--- src/rtl/seg_priv_check.sv ---
module seg_priv_check #(
  parameter int SEL_W    = 16,
  parameter int IF_BIT   = 9,
  parameter int IOPL_LSB = 12
) (
  input  logic             clk,
  input  logic             rst_n,
  input  logic             req_valid,
  input  logic [2:0]       req_kind,
  input  logic [SEL_W-1:0] sel,
  input  logic [1:0]       dsc_dpl,
  input  logic             dsc_code,
  input  logic             dsc_conf,
  input  logic             dsc_present,
  input  logic [1:0]       iopl,
  output logic             grant,
  output logic             fault,
  output logic [1:0]       fault_code,
  output logic [SEL_W-1:0] fault_sel,
  output logic [SEL_W-1:0] new_cs,
  output logic [SEL_W-1:0] flags_wmask,
  output logic [1:0]       cpl
);

  localparam logic [2:0] K_DATA = 3'd0;
  localparam logic [2:0] K_STK  = 3'd1;
  localparam logic [2:0] K_XFER = 3'd2;
  localparam logic [2:0] K_IO   = 3'd3;
  localparam logic [2:0] K_POPF = 3'd4;
  localparam logic [2:0] K_RET  = 3'd5;

  localparam logic [1:0] FC_NONE = 2'b00;
  localparam logic [1:0] FC_GP   = 2'b01;
  localparam logic [1:0] FC_NP   = 2'b10;

  localparam logic [SEL_W-1:0] ALL_ONES  = '1;
  localparam logic [SEL_W-1:0] PROT_BITS =
    (SEL_W'(1) << IF_BIT) | (SEL_W'(3) << IOPL_LSB);

  logic [1:0] rpl, eff;
  logic       is_null, gp, np;
  logic [1:0] verdict;

  assign rpl     = sel[1:0];
  assign eff     = (rpl > cpl) ? rpl : cpl;
  assign is_null = (sel[SEL_W-1:2] == '0);

  always_comb begin
    gp = 1'b0;
    np = 1'b0;
    unique case (req_kind)
      K_DATA: if (!is_null) begin
        gp = eff > dsc_dpl;
        np = !dsc_present;
      end
      K_STK: begin
        gp = is_null || dsc_code || (dsc_dpl != cpl);
        np = !dsc_present;
      end
      K_XFER: begin
        gp = is_null || !dsc_code ||
             (dsc_conf ? (dsc_dpl > cpl) : ((dsc_dpl != cpl) || (rpl > cpl)));
        np = !dsc_present;
      end
      K_RET: begin
        gp = is_null || !dsc_code || (rpl < cpl) ||
             (dsc_conf ? (dsc_dpl > rpl) : (dsc_dpl != rpl));
        np = !dsc_present;
      end
      K_IO:    gp = cpl > iopl;
      K_POPF:  gp = 1'b0;
      default: gp = 1'b1;
    endcase
  end

  assign verdict    = !req_valid ? FC_NONE : gp ? FC_GP : np ? FC_NP : FC_NONE;
  assign fault_code = verdict;
  assign fault      = (verdict != FC_NONE);
  assign grant      = req_valid && !fault;
  assign fault_sel  = fault ? {sel[SEL_W-1:2], 2'b00} : '0;

  assign new_cs = !grant                ? '0 :
                  (req_kind == K_XFER)  ? {sel[SEL_W-1:2], cpl} :
                  (req_kind == K_RET)   ? sel : '0;

  assign flags_wmask = (!req_valid || req_kind != K_POPF) ? '0 :
                       (cpl == 2'd0) ? ALL_ONES : (ALL_ONES & ~PROT_BITS);

  always_ff @(posedge clk) begin
    if (!rst_n)
      cpl <= 2'd0;
    else if (grant && (req_kind == K_XFER || req_kind == K_RET))
      cpl <= new_cs[1:0];
  end

  AST_GRANT_XOR_FAULT: assert property (@(posedge clk) disable iff (!rst_n)
    !(grant && fault));
  AST_IDLE_QUIET: assert property (@(posedge clk) disable iff (!rst_n)
    !req_valid |-> (!grant && !fault && flags_wmask == '0));
  AST_DATA_RING: assert property (@(posedge clk) disable iff (!rst_n)
    (grant && req_kind == K_DATA && sel[SEL_W-1:2] != '0) |->
      (sel[1:0] <= dsc_dpl && cpl <= dsc_dpl));
  AST_STACK_MATCH: assert property (@(posedge clk) disable iff (!rst_n)
    (grant && req_kind == K_STK) |-> (dsc_dpl == cpl && !dsc_code));
  AST_CONF_NO_OUTER: assert property (@(posedge clk) disable iff (!rst_n)
    (grant && req_kind == K_XFER && dsc_conf) |-> (dsc_dpl <= cpl));
  AST_XFER_KEEPS_RING: assert property (@(posedge clk) disable iff (!rst_n)
    (grant && req_kind == K_XFER) |=> (cpl == $past(cpl)));
  AST_RET_LOADS_RPL: assert property (@(posedge clk) disable iff (!rst_n)
    (grant && req_kind == K_RET) |=> (cpl == $past(sel[1:0])));
  AST_IO_RING: assert property (@(posedge clk) disable iff (!rst_n)
    (grant && req_kind == K_IO) |-> (cpl <= iopl));
  AST_POPF_MASK: assert property (@(posedge clk) disable iff (!rst_n)
    (req_valid && req_kind == K_POPF && cpl != 2'd0) |->
      (flags_wmask[IF_BIT] == 1'b0 && flags_wmask[IOPL_LSB+1 -: 2] == 2'b00));
  AST_FSEL_CLEAN: assert property (@(posedge clk) disable iff (!rst_n)
    fault |-> (fault_sel[1:0] == 2'b00 && fault_sel[SEL_W-1:2] == sel[SEL_W-1:2]));
  AST_RING_HOLD: assert property (@(posedge clk) disable iff (!rst_n)
    !(grant && (req_kind == K_XFER || req_kind == K_RET)) |=> $stable(cpl));

endmodule

--- config.mk ---
export PLATFORM = sky130hd
export DESIGN_NAME = seg_priv_check
export DESIGN_NICKNAME = d
export VERILOG_FILES = /design/src/rtl/seg_priv_check.sv
export SDC_FILE = /design/constraint.sdc
export NUM_CORES = 1
export LEC_CHECK = 0
export BUFFER_PORTS_ARGS = -buffer_cell sky130_fd_sc_hd__buf_2
export CAP_MARGIN = 5
export CELL_PAD_IN_SITES_DETAIL_PLACEMENT = 0
export CELL_PAD_IN_SITES_GLOBAL_PLACEMENT = 1
export CORE_ASPECT_RATIO = 0.6
export CORE_UTILIZATION = 24
export DETAILED_ROUTE_END_ITERATION = 16
export PLACE_DENSITY = 0.85
export SYNTH_ARGS = -nofsm -noshare
export SYNTH_HDL_FRONTEND = slang
export SYNTH_SLANG_ARGS = --single-unit
--- constraint.sdc ---
create_clock -name clk -period 3.5 [get_ports clk]
set_clock_uncertainty 0.15 [all_clocks]
set_input_delay 0.525 -clock clk [delete_from_list [all_inputs] [get_ports clk]]
set_output_delay 0.525 -clock clk [all_outputs]
set_load 0.005 [all_outputs]
==> impl_metrics.toml <==
[cells_and_area]
final_net_count = 251
diodes = 0
drive_above_1_share = 0.526
utilization = 0.396
postLayoutCellArea_um2 = 1470
largest_reg_flops = 2
final_cells = 256
biggestRegsByFlops = "cpl x2"
regMostFlops = "cpl"
fillers = 384
area_growth_pct = 55.6

[drt]
ant_nets = 0
drt_iter0_markers = 59
drt_drc_violations_left = 0
vias_per_cell = 4.86
routed_wirelength_um = 3350
drt_pass1_iterations = 4
dr_total_vias = 1245
wl_per_cell_um = 13.1

[synthesis]
yosys.area_share.simple = 0.404
ys_seq_area_frac = 0.0423
yosysTopAreaCell = "and3_1"
netlist-cell-type-count = 36
avgSynthCellArea_um2 = 6.96
ys_top_cells_by_area = "and3_1 (20%), ha_1 (15%), buf_4 (13%), dfxtp_1 (4.2%), inv_1 (3.6%)"
synthAdderAreaFrac = 0.145
synthTopCellsByCount = "and3_1 (30), buf_4 (16), ha_1 (11), inv_1 (9)"
synth-compound-area-share = 0.198
synthMuxAreaShare = 0.0106
synthFlopType = "dfxtp_1"
synthXorXnorAreaFrac = 0
synth_top_area_frac = 0.198
syn-cell-area_um2 = 947
netlist_instances = 136
ys.warnings.count = 0
synth_top_family_by_area = "simple AND/OR/NAND/NOR gates"
async_flop_share = 0
synth_seq_cells = 2
synth-edff-count = 0
synth.most_common_cell = "and3_1"

[floorplanning]
io_pins = 83
start_util = 0.254
rows = 17
dieArea_um2 = 4210
core_area_um2 = 3720
die_y_um = 50.7
die_w_um = 83.1

[worst_setup_path]
slowest_delay_ns = 0.30
crit_type = "primary input to primary output"
end_kind = "primary output"
worstRegToRegCells = 9
critPathMostFrequentCell = "a21oi_2"
crit_family = "compound AO/OA/AOI/OAI gates"
required_ns = 2.82
crit_slowest_cell = "a21oi_2"
cp_num_buf_inv = 3
crit_path_start_kind = "primary input"
rr_endpoint = "cpl[1]"
worstPathMaxFanout = 7
crit_arrival_ns = 2.83
rrSetupSlack_ns = 0.99
r2r-start = "cpl[1]"
crit_chain = "buf_8 -> inv_4 -> ha_4 -> nand2b_4 -> a21oi_2 -> a211o_1 -> ha_1 -> nand2_1 -> o211ai_1 -> o311ai_2 -> a21oi_2 -> nand3_2 -> and3_4 -> buf_6"

[power_and_ir_drop]
p_leak_nw = 0.935
vdd_drop_max_v = 0.0000738
power_density_nw_per_um2 = 181

[hold_path]
worstHoldEndpoint = "cpl[0]"
hold_depth = 2
hold_path_class = "primary input to register"
hp-start = "rst_n"

[sta]
max_slew.worst_pin.slew_ns = 0.626
slew_headroom = 0.578
finalHoldViolCount = 0
setup_violations = 1
fin_ws_ns = -0.00411
slew_violations = 0
holdWs_ns = 0.417
period_minus_slack_ns = 3.50
rsz0062_at_grt = "true"
fin_crit_sh = 1.00
clock.fmax_mhz = 285

[placement]
globalplace.congestion = 0.763
dp_cells = 248
place_area_um2 = 1300
pre_cts_slack_ns = -0.0631
io_buffers = 80
dp_hpwl_um = 2450

[clock_tree]
clk_latency_ns = 0.21
cts_tree = "done"
cts_max_path_buffers = 2
htree_levels = 1
clockRootBuffer = "clkbuf_8"
cts_buffers = 3
path_clk_slew_ns = 0.03
cts_sinks = 2

[grt]
grtUsageMet3 = 0.0362
grt-busiest-layer = "met2"
grtUsageMet2 = 0.224
grt_max_degree = 20
grt_pass1_vias = 1090
overflow = 0
grt_pass1_wl_um = 5080
use_met1 = 0.209
grt_util_all_layers = 0.149
antenna_found_initial = 0

[status]
status = "complete, but fails checks"
violations = "negative setup slack"

[run]
drv_cap = 0
## report_power, final
group | internal (mW) | switching [mW]
logic | 0.0721 | 0.0781
clock network | 0.0728 | 0.0193
registers | 0.0238 | 0.000653
total | 0.169 | 0.0980
## layout make-up
class / count / area [um2] / area share
clock buffers: 3 / 41.3 / 0.0280
inverters: 9 / 36.3 / 0.0246
multi-input cells: 105 / 805 / 0.546
flip-flops and latches: 2 / 41.3 / 0.0280
well taps: 47 / 58.8 / 0.0399
repair buffers: 90 / 492 / 0.334
## layer usage
layer / vias to the layer above / part of all wire
met1: 571 / 0.50
li1: 624 / -
met3: 4 / 0.056
met5: - / 0
met2: 46 / 0.44
met4: 0 / 0.0084
## layout by cell type (no fill, tap or decap), drive strengths merged
cell type / n
inv: 9
nand2b: 4
o21ai: 3
dfxtp: 2
a21boi: 1
mux2i: 1
a32oi: 2
nand2: 6
a211oi: 1
and3: 30
nor3: 4
clkbuf: 3
o311ai: 1
o211a: 2
and4: 1
ha: 11
nand3b: 1
nor2: 6
nor2b: 4
buf: 90
o211ai: 1
a211o: 2
o21a: 1
a21oi: 7
nand3: 6
o41a: 1
conb: 2
o2111ai: 1
and2: 2
o21bai: 1
nor4: 3
## cell families (layout without fill, tap and decap cells)
logic type      Yosys count  count (layout)
flops                     2               2
mux                       1               1
fa+ha+maj                11              11
simple gates             66              67
other cells               1               2
compound gates           24              24
buf+inv                  31             102
## worst max path at each step
| stage | startpoint | depth (start not counted) | to |
|---|---|---|---|
| 4_1_cts | sel[1] | 15 | fault_sel[5] |
| 2_1_floorplan | sel[1] | 14 | fault_sel[10] |
| 6_report | sel[1] | 14 | fault_sel[4] |
| 3_3_place_gp | sel[1] | 15 | fault_sel[12] |
| 5_1_grt | sel[1] | 14 | fault_sel[12] |
| 3_5_place_dp | sel[1] | 15 | fault_sel[5] |
## what timing repair did
| item | 4_1_cts | 5_1_grt |
|---|---|---|
| setup endpoints to repair | 15 | 17 |
| setup buffers | 0 | 4 |
| pin swaps | 0 | 14 |
| hold buffers | 0 | 0 |
| gates cloned | 0 | 1 |
| resized for setup | 1 | 18 |
## stage by stage
stage | setup TNS, ns | power [mW]
floorplan | 0 | 0.101
global placement | -0.0285 | 0.151
detailed placement | -0.785 | 0.152
CTS | 0 | 0.247
global route | -0.921 | 0.288
finish | -0.00411 | 0.267
Note: power is estimated with default switching activity, not from simulation.
